`src/rtl/pipe_sram_pkg.sv`:
```
package pipe_sram_pkg;
  typedef enum logic [1:0] {
    K_DESEL = 2'd0,
    K_READ  = 2'd1,
    K_WRITE = 2'd2,
    K_SLEEP = 2'd3
  } cmd_kind_e;
endpackage

```
`src/rtl/pipe_sram_rstsync.sv`:
```
module pipe_sram_rstsync #(
  parameter int STAGES = 2
) (
  input  logic clk,
  input  logic rst_n,
  output logic rst_sync_n
);
  logic [STAGES-1:0] sync_q;
  logic [STAGES-1:0] sync_d;

  always_comb begin
    sync_d = {sync_q[STAGES-2:0], 1'b1};
  end

  always_ff @(posedge clk or negedge rst_n) begin
    if (!rst_n) sync_q <= '0;
    else        sync_q <= sync_d;
  end

  assign rst_sync_n = sync_q[STAGES-1];
endmodule

```
`src/rtl/pipe_sram_decode.sv`:
```
module pipe_sram_decode
  import pipe_sram_pkg::*;
#(
  parameter int LANES = 4
) (
  input  logic             sel_a_n,
  input  logic             sel_b,
  input  logic             sel_c_n,
  input  logic             wr_all_n,
  input  logic             wr_lane_gate_n,
  input  logic [LANES-1:0] wr_lane_n,
  input  logic             doze,
  output cmd_kind_e        kind,
  output logic [LANES-1:0] lane_mask,
  output logic             wr_live
);
  logic chip_sel;

  always_comb begin
    chip_sel = !sel_a_n && sel_b && !sel_c_n;
    // All-lanes strobe dominates; lane strobes count only when gated
    if (!wr_all_n)            lane_mask = '1;
    else if (!wr_lane_gate_n) lane_mask = ~wr_lane_n;
    else                      lane_mask = '0;

    if (doze)            kind = K_SLEEP;
    else if (!chip_sel)  kind = K_DESEL;
    else if (|lane_mask) kind = K_WRITE;
    else                 kind = K_READ;

    wr_live = (kind == K_WRITE);
  end
endmodule

```
`src/rtl/pipe_sram_inreg.sv`:
```
module pipe_sram_inreg
  import pipe_sram_pkg::*;
#(
  parameter int ADDR_W = 6,
  parameter int LANES  = 4,
  parameter int LANE_W = 9,
  localparam int DATA_W = LANES * LANE_W
) (
  input  logic              clk,
  input  logic              rst_n,
  input  cmd_kind_e         kind_in,
  input  logic [ADDR_W-1:0] addr_in,
  input  logic [DATA_W-1:0] wdata_in,
  input  logic [LANES-1:0]  mask_in,
  output cmd_kind_e         s1_kind,
  output cmd_kind_e         s1_prev,
  output logic [ADDR_W-1:0] s1_addr,
  output logic [DATA_W-1:0] s1_wdata,
  output logic [LANES-1:0]  s1_mask
);
  cmd_kind_e         kind_d, prev_d;
  logic              addr_ce, data_ce;
  logic [ADDR_W-1:0] addr_d;
  logic [DATA_W-1:0] wdata_d;
  logic [LANES-1:0]  mask_d;

  // Next-state: explicit clock enables on the wide payload
  always_comb begin
    kind_d  = kind_in;
    prev_d  = s1_kind;
    addr_ce = (kind_in == K_READ) || (kind_in == K_WRITE);
    data_ce = (kind_in == K_WRITE);
    addr_d  = addr_ce ? addr_in  : s1_addr;
    wdata_d = data_ce ? wdata_in : s1_wdata;
    mask_d  = data_ce ? mask_in  : s1_mask;
  end

  always_ff @(posedge clk or negedge rst_n) begin
    if (!rst_n) begin
      s1_kind <= K_DESEL;
      s1_prev <= K_DESEL;
    end else begin
      s1_kind <= kind_d;
      s1_prev <= prev_d;
    end
  end

  always_ff @(posedge clk) begin
    s1_addr  <= addr_d;
    s1_wdata <= wdata_d;
    s1_mask  <= mask_d;
  end
endmodule

```
`src/rtl/pipe_sram_array.sv`:
```
module pipe_sram_array #(
  parameter int ADDR_W = 6,
  parameter int LANES  = 4,
  parameter int LANE_W = 9,
  localparam int DATA_W = LANES * LANE_W,
  localparam int DEPTH  = 1 << ADDR_W
) (
  input  logic              clk,
  input  logic              rst_n,
  input  logic              wr_en,
  input  logic              rd_en,
  input  logic [ADDR_W-1:0] addr,
  input  logic [DATA_W-1:0] wdata,
  input  logic [LANES-1:0]  mask,
  output logic [DATA_W-1:0] rdata
);
  logic [DATA_W-1:0] mem [DEPTH];
  logic [DATA_W-1:0] rd_d;

  // Self-timed write from the captured stage
  always_ff @(posedge clk) begin
    if (wr_en) begin
      for (int l = 0; l < LANES; l++) begin
        if (mask[l]) mem[addr][l*LANE_W +: LANE_W] <= wdata[l*LANE_W +: LANE_W];
      end
    end
  end

  always_comb begin
    rd_d = rd_en ? mem[addr] : rdata;
  end

  always_ff @(posedge clk or negedge rst_n) begin
    if (!rst_n) rdata <= '0;
    else        rdata <= rd_d;
  end
endmodule

```
`src/rtl/pipe_sram_drive.sv`:
```
module pipe_sram_drive
  import pipe_sram_pkg::*;
(
  input  logic      clk,
  input  logic      rst_n,
  input  cmd_kind_e s1_kind,
  input  cmd_kind_e s1_prev,
  input  logic      out_en_n,
  input  logic      doze,
  input  logic      wr_live,
  output logic      drv_q,
  output logic      bus_drive
);
  logic drv_d;

  // A read turns drivers on; the first deselect after a read keeps them on
  always_comb begin
    drv_d = (s1_kind == K_READ) ||
            ((s1_kind == K_DESEL) && (s1_prev == K_READ));
  end

  always_ff @(posedge clk or negedge rst_n) begin
    if (!rst_n) drv_q <= 1'b0;
    else        drv_q <= drv_d;
  end

  assign bus_drive = drv_q && !out_en_n && !doze && !wr_live;
endmodule

```
`src/rtl/pipe_sram.sv`:
```
module pipe_sram
  import pipe_sram_pkg::*;
#(
  parameter int ADDR_W = 6,
  parameter int LANES  = 4,
  parameter int LANE_W = 9,
  localparam int DATA_W = LANES * LANE_W
) (
  input  logic              clk,
  input  logic              rst_n,
  input  logic [ADDR_W-1:0] addr,
  input  logic              sel_a_n,
  input  logic              sel_b,
  input  logic              sel_c_n,
  input  logic              wr_all_n,
  input  logic              wr_lane_gate_n,
  input  logic [LANES-1:0]  wr_lane_n,
  input  logic              out_en_n,
  input  logic              doze,
  input  logic [DATA_W-1:0] wdata,
  output logic [DATA_W-1:0] rdata,
  output logic              bus_drive
);
  logic              rst_sync_n;
  cmd_kind_e         kind_in, s1_kind, s1_prev;
  logic [LANES-1:0]  mask_in, s1_mask;
  logic              wr_live, drv_q;
  logic [ADDR_W-1:0] s1_addr;
  logic [DATA_W-1:0] s1_wdata;

  pipe_sram_rstsync #(.STAGES(2)) u_rst (
    .clk(clk), .rst_n(rst_n), .rst_sync_n(rst_sync_n)
  );

  pipe_sram_decode #(.LANES(LANES)) u_dec (
    .sel_a_n(sel_a_n), .sel_b(sel_b), .sel_c_n(sel_c_n),
    .wr_all_n(wr_all_n), .wr_lane_gate_n(wr_lane_gate_n),
    .wr_lane_n(wr_lane_n), .doze(doze),
    .kind(kind_in), .lane_mask(mask_in), .wr_live(wr_live)
  );

  pipe_sram_inreg #(.ADDR_W(ADDR_W), .LANES(LANES), .LANE_W(LANE_W)) u_in (
    .clk(clk), .rst_n(rst_sync_n),
    .kind_in(kind_in), .addr_in(addr), .wdata_in(wdata), .mask_in(mask_in),
    .s1_kind(s1_kind), .s1_prev(s1_prev), .s1_addr(s1_addr),
    .s1_wdata(s1_wdata), .s1_mask(s1_mask)
  );

  pipe_sram_array #(.ADDR_W(ADDR_W), .LANES(LANES), .LANE_W(LANE_W)) u_mem (
    .clk(clk), .rst_n(rst_sync_n),
    .wr_en(s1_kind == K_WRITE), .rd_en(s1_kind == K_READ),
    .addr(s1_addr), .wdata(s1_wdata), .mask(s1_mask), .rdata(rdata)
  );

  pipe_sram_drive u_drv (
    .clk(clk), .rst_n(rst_sync_n),
    .s1_kind(s1_kind), .s1_prev(s1_prev),
    .out_en_n(out_en_n), .doze(doze), .wr_live(wr_live),
    .drv_q(drv_q), .bus_drive(bus_drive)
  );
endmodule

```
`config.mk`:
```
export PLATFORM = sky130hd
export DESIGN_NAME = pipe_sram
export DESIGN_NICKNAME = d
export VERILOG_FILES = /design/src/rtl/pipe_sram_pkg.sv /design/src/rtl/pipe_sram_rstsync.sv /design/src/rtl/pipe_sram_decode.sv /design/src/rtl/pipe_sram_inreg.sv /design/src/rtl/pipe_sram_array.sv /design/src/rtl/pipe_sram_drive.sv /design/src/rtl/pipe_sram.sv
export SDC_FILE = /design/constraint.sdc
export NUM_CORES = 2
export LEC_CHECK = 0
export BUFFER_PORTS_ARGS = -buffer_cell sky130_fd_sc_hd__buf_2
export CORE_MARGIN = 2
export CORE_UTILIZATION = 65
export DETAILED_ROUTE_END_ITERATION = 10
export HOLD_SLACK_MARGIN = 0.1
export PLACE_DENSITY = 0.82
export SYNTH_ARGS = -nofsm -noshare
export SYNTH_HDL_FRONTEND = slang
export SYNTH_HIERARCHICAL = 1
export SYNTH_SLANG_ARGS = --single-unit
```
`constraint.sdc`:
```
create_clock -name clk -period 3.02 [get_ports clk]
set_input_delay 0.151 -clock clk [delete_from_list [all_inputs] [get_ports clk]]
set_output_delay 0.151 -clock clk [all_outputs]
set_load 0.05 [all_outputs]
```
**After elaboration in Yosys (flattened, before gate mapping)**

Memories as Yosys holds them, arrays and structs flattened. A register that Yosys moved wholly into a read port is not among the register bits.
Index checks and enable logic that the tools add are counted.

- Add/subtract/negate cells: 0
- Multiply operators: 0
- Divide/modulo/power cells: 0
- Magnitude comparators: 0
- Equality and inequality tests: 5
- Shifts and indexed selects: 0
- Mux-type cells: 17
- Bitwise logic cells: 1
- Reductions and logical operators: 16

Operator list:

| kind | count |
|---|---|
| 1-bit two-way mux | 12 |
| 4-bit two-way mux | 2 |
| 2-bit by 1-bit equality test with 1-bit output (second input constant) | 3 |
| 1-bit logical AND | 6 |
| 1-bit logical NOT | 6 |
| 2-bit two-way mux | 3 |
| 2-bit equality test (second input constant) | 2 |
| 4-bit NOT | 1 |
| 4-bit OR reduction | 1 |
| 2-bit logical NOT | 1 |
| 1-bit logical OR | 2 |

- Bits in registers: 53
- Bits in latches: 0
- RAM bits: 2304
- Memory bits (read-only): 0
- Output and inout bits: 37
- Memories kept: 1

Memories:

| memory | depth | bits a word | read ports | clocked after Yosys merged registers in | wr ports | line | text |
|---|---|---|---|---|---|---|---|
| u_mem.mem | 64 | 36 | 1 | 1 | 1 | pipe_sram_array.sv:17 | `logic [DATA_W-1:0] mem [DEPTH];` |

**Logic depth before layout (Yosys ltp)**

- Word-level depth: 10
- Gate-level depth with buffers: 11
- Gate-level depth less buffers: 6

**By module**

Netlist, hierarchy kept.

Modules (own cells, without submodules):

| module | times used | cells each | area each (µm²) |
|---|---|---|---|
| pipe_sram_array | 1 | 5004 | 90855.9 |
| pipe_sram_inreg | 1 | 53 | 1501.4 |
| pipe_sram_decode | 1 | 11 | 75.1 |
| pipe_sram_drive | 1 | 5 | 55.1 |
| pipe_sram_rstsync | 1 | 3 | 53.8 |
| pipe_sram | 1 | 2 | 15.0 |

**Worst setup path before layout**

No wires, ideal clock.

- Path type: flip-flop to flip-flop
- From: register u_in.s1_addr[2]
- To: memory u_mem/mem[58][10] (netlist bit) (enable)
- Library setup time: 374 ps
- Arrival: 2100 ps
- Path slack: 546 ps
- Cell stages (with the launch flop): 9
- Path buffers: 5
- Period minus slack after synthesis: 2474 ps
- Cells stage by stage: edfxtp_1 buf_6 buf_4 inv_2 buf_2 buf_1 buf_2 nand2_1 nor2_1

RTL lines:

| item | line | text |
|---|---|---|
| from (decl) | pipe_sram_inreg.sv:17 | `output logic [ADDR_W-1:0] s1_addr,` |
| from (signal assigned) | pipe_sram_inreg.sv:49 | `s1_addr <= addr_d;` |
| to (decl) | pipe_sram_array.sv:17 |  |

No word-level cell before the write port.

==> results.yml <==
critical_path:
  critPathLaunchType: "register"
  cp.arrival_ns: 3.90
  r2r_start: "u_in/s1_addr[2]"
  required_ns: 3.76
  critPathCaptureType: "register"
  path_class: "register to register"
  crit_fanout: 25
  crit_start: "u_in/s1_addr[2]"
run_status:
  status: "finished with violations"
  violations: "negative setup slack"
floorplanning:
  fp.dieArea_um2: 145000
  num_rows: 138
  die_h_um: 381
  fp.dieW_um: 381
  ioPinCount: 92
  coreArea_um2: 141000
  initial_core_util_pct: 65.5
timing:
  worst_clock_skew_ns: 0.0373
  period_share_pct: 105
  setup_ws_ns: -0.136
  setup-violations-final: 3
  final.min_clock_period_ns: 3.16
  slew_headroom_pct: 41.9
  hold_violations: 0
  maxSlewViolCount: 0
  worst_pin_slew_ns: 0.872
  fmax_mhz: 317
  holdWs_ns: 0.153
  finalSetupTns_ns: -0.149
placement:
  io_buffers: 91
  gp_congestion: 0.933
  hpwl_um: 164000
yosys:
  synth_edf_count: 2350
  synth_top_area_share_pct: 76.2
  syn_inst: 5078
  syn_area_um2: 92600
  seq_area_frac_synth_pct: 77.4
  synthTopCellsByArea: "edfxtp_1 (76%), mux4_2 (3.8%), mux2i_1 (3.6%)"
  ys_ff_latch: 2393
  synth-main-ff-cell: "edfxtp_1"
  yosys.area.top_type: "edfxtp_1"
  async_reset_ff_share_pct: 1.80
  yosys_warnings: 6
  syn_avg_cell_area_um2: 18.2
  yosysUniqueCellTypes: 76
  synthesis.nets: 5134
clock_network:
  tritoncts: "built"
  cts-htree-levels: 4
  clkTransAtPathRegs_ns: 0.07
  cts-root-buf: "clkbuf_16"
  cts_buffer_depth: 3
  worstSkewPairLatency_ns: 0.88
  cts_buffers: 221
  cts_sinks: 2393
detailed_routing:
  ant_nets: 0
  dr.first_iter.drc_count: 11000
  wire_per_inst_um: 35.2
  drt-total-wl_um: 276000
  post_drt_via_cell_ratio: 7.24
  drt_pass1_iterations: 9
  drc: 0
  vias: 56800
power_and_ir_drop:
  combPwrFrac_pct: 14.8
  p_total_w: 0.0762
  swShare_pct: 26.4
  pwr-share-seq_pct: 49.2
  power_density_nw_per_um2: 711
  clkPwrFrac_pct: 36.0
  peakVddDrop_mv: 0.609
  internal_power_w: 0.0561
  switching_power_w: 0.0201
  power.leakage_nw: 35.7
final_layout:
  most-common-layout-cells: "edfxtp_1 (2350), buf_4 (546), nor2_1 (401), mux2i_1 (333), a221oi_1 (226)"
  final_nets: 5815
  fin_util_pct: 75.8
  layout_commonest_cell: "edfxtp_1"
  area_growth_pct: 15.9
  drive_gt1_share_pct: 23.4
grt:
  grt_overflow: 0
  track_usage_pct: 38.0
  grt_pass1_wl_um: 394000
  grt_max_degree: 65
  grt_pass1_vias: 56200
  antenna_found_initial: 12
run:
  cap_violations: 0
min_path:
  min_path_type: "input pin to asynchronous set/reset pin"
state kept, by name, indices dropped and copies added (netlist names):
signal,count
u_in/s1_addr,6
u_drv/drv_q,1
u_in/s1_wdata,36
u_mem/mem,2304
u_rst/sync_q,2
u_in/s1_prev,2
u_in/s1_mask,4
u_in/s1_kind,2
u_mem/rdata,36
power groups by stage:
stage	Clock, W	Sequential [W]	Combinational, W
2_1_floorplan	0	0.0389	0.00519
3_3_place_gp	0	0.0381	0.0104
3_5_place_dp	0	0.0382	0.0106
4_1_cts	0.0275	0.0375	0.0108
5_1_grt	0.0288	0.0375	0.0114
6_report	0.0274	0.0375	0.0113
area by class of cell:
type	count	area, um2
Timing Repair Buffer	806	6950
Multi-Input combinational cell	2331	19100
Tap cell	1890	2360
Clock inverter	116	1040
Inverter	6	35.0
Antenna cell	3	7.51
Sequential cell	2393	71600
Fill cell	7399	34200
Clock buffer	303	6060
layer usage:
metal	part of all wire, %	routed length, um	global-route usage [%]
met4	7.0	19400	22.2
met3	16	44000	11.4
met1	32	88900	50.6
met2	45	124000	56.3
met5	0.021	59	0
path summary, 6_finish.rpt:
path / endpoint / slack [ns] / cells after the start
setup / recovery: u_mem/rdata[26] / -0.14 / 8
hold / removal: u_rst/sync_q[0] / 0.15 / 3
setup reg to reg: u_mem/rdata[26] / -0.14 / 8
hold reg to reg: u_rst/sync_q[1] / 0.36 / 0
max in group asynchronous: u_mem/rdata[9] / 2.09 / 1
min in group clk: u_in/s1_mask[0] / 0.19 / 3
synth_stat cells (all sizes together), types with 11 or more instances:
library cell,count
a21oi,134
mux2,168
a221o,48
nand3,17
clkbuf,96
o22a,12
buf,252
o22ai,94
o221ai,36
a211oi,13
o2bb2ai,33
o21ai,106
edfxtp,2350
a22oi,166
nor2,408
and2,12
mux4,155
o32a,12
mux2i,333
o211ai,15
dfrtp,43
a31oi,24
a221oi,229
a41oi,11
nand2,172
a22o,30
metrics by stage:
stage	setup WS, ns	std cells	instance area (um2)
after global routing	-0.0903	7845	107000
after CTS	0.0569	7845	107000
after floorplan	0.546	5078	92600
final	-0.136	7848	107000
after global placement	0.0246	7328	99100
after detailed placement	-0.0442	7328	99100
worst max-delay path: stages, from the launching register on:
cell	delay, ns
edfxtp_1	0.42
buf_12	0.24
buf_12	0.19
buf_4	0.26
mux2i_1	0.23
o21ai_0	0.23
a221oi_2	0.59
o221ai_1	0.43
o32a_1	0.43
kinds of logic (layout without fill, tap and decap cells):
kind of cell,after synthesis,after routing,share of synthesized area (%)
mux,656,656,9.42
fa+ha+maj,1,1,0.0135
simple gates,666,666,2.96
other cells,1,4,0.00405
flops,2393,2393,77.4
compound gates,1007,1007,8.07
buf+inv,354,1231,2.12
what timing repair did:
action                                  in CTS  in global routing
hold endpoints to repair                    51                  0
gates resized for setup                      3                  6
pin swaps                                    0                  1
endpoints found under the setup margin       3                  5
hold buffers                                98                  0
buffers inserted                             0                  0
Note: power is estimated with default switching activity, not from simulation.
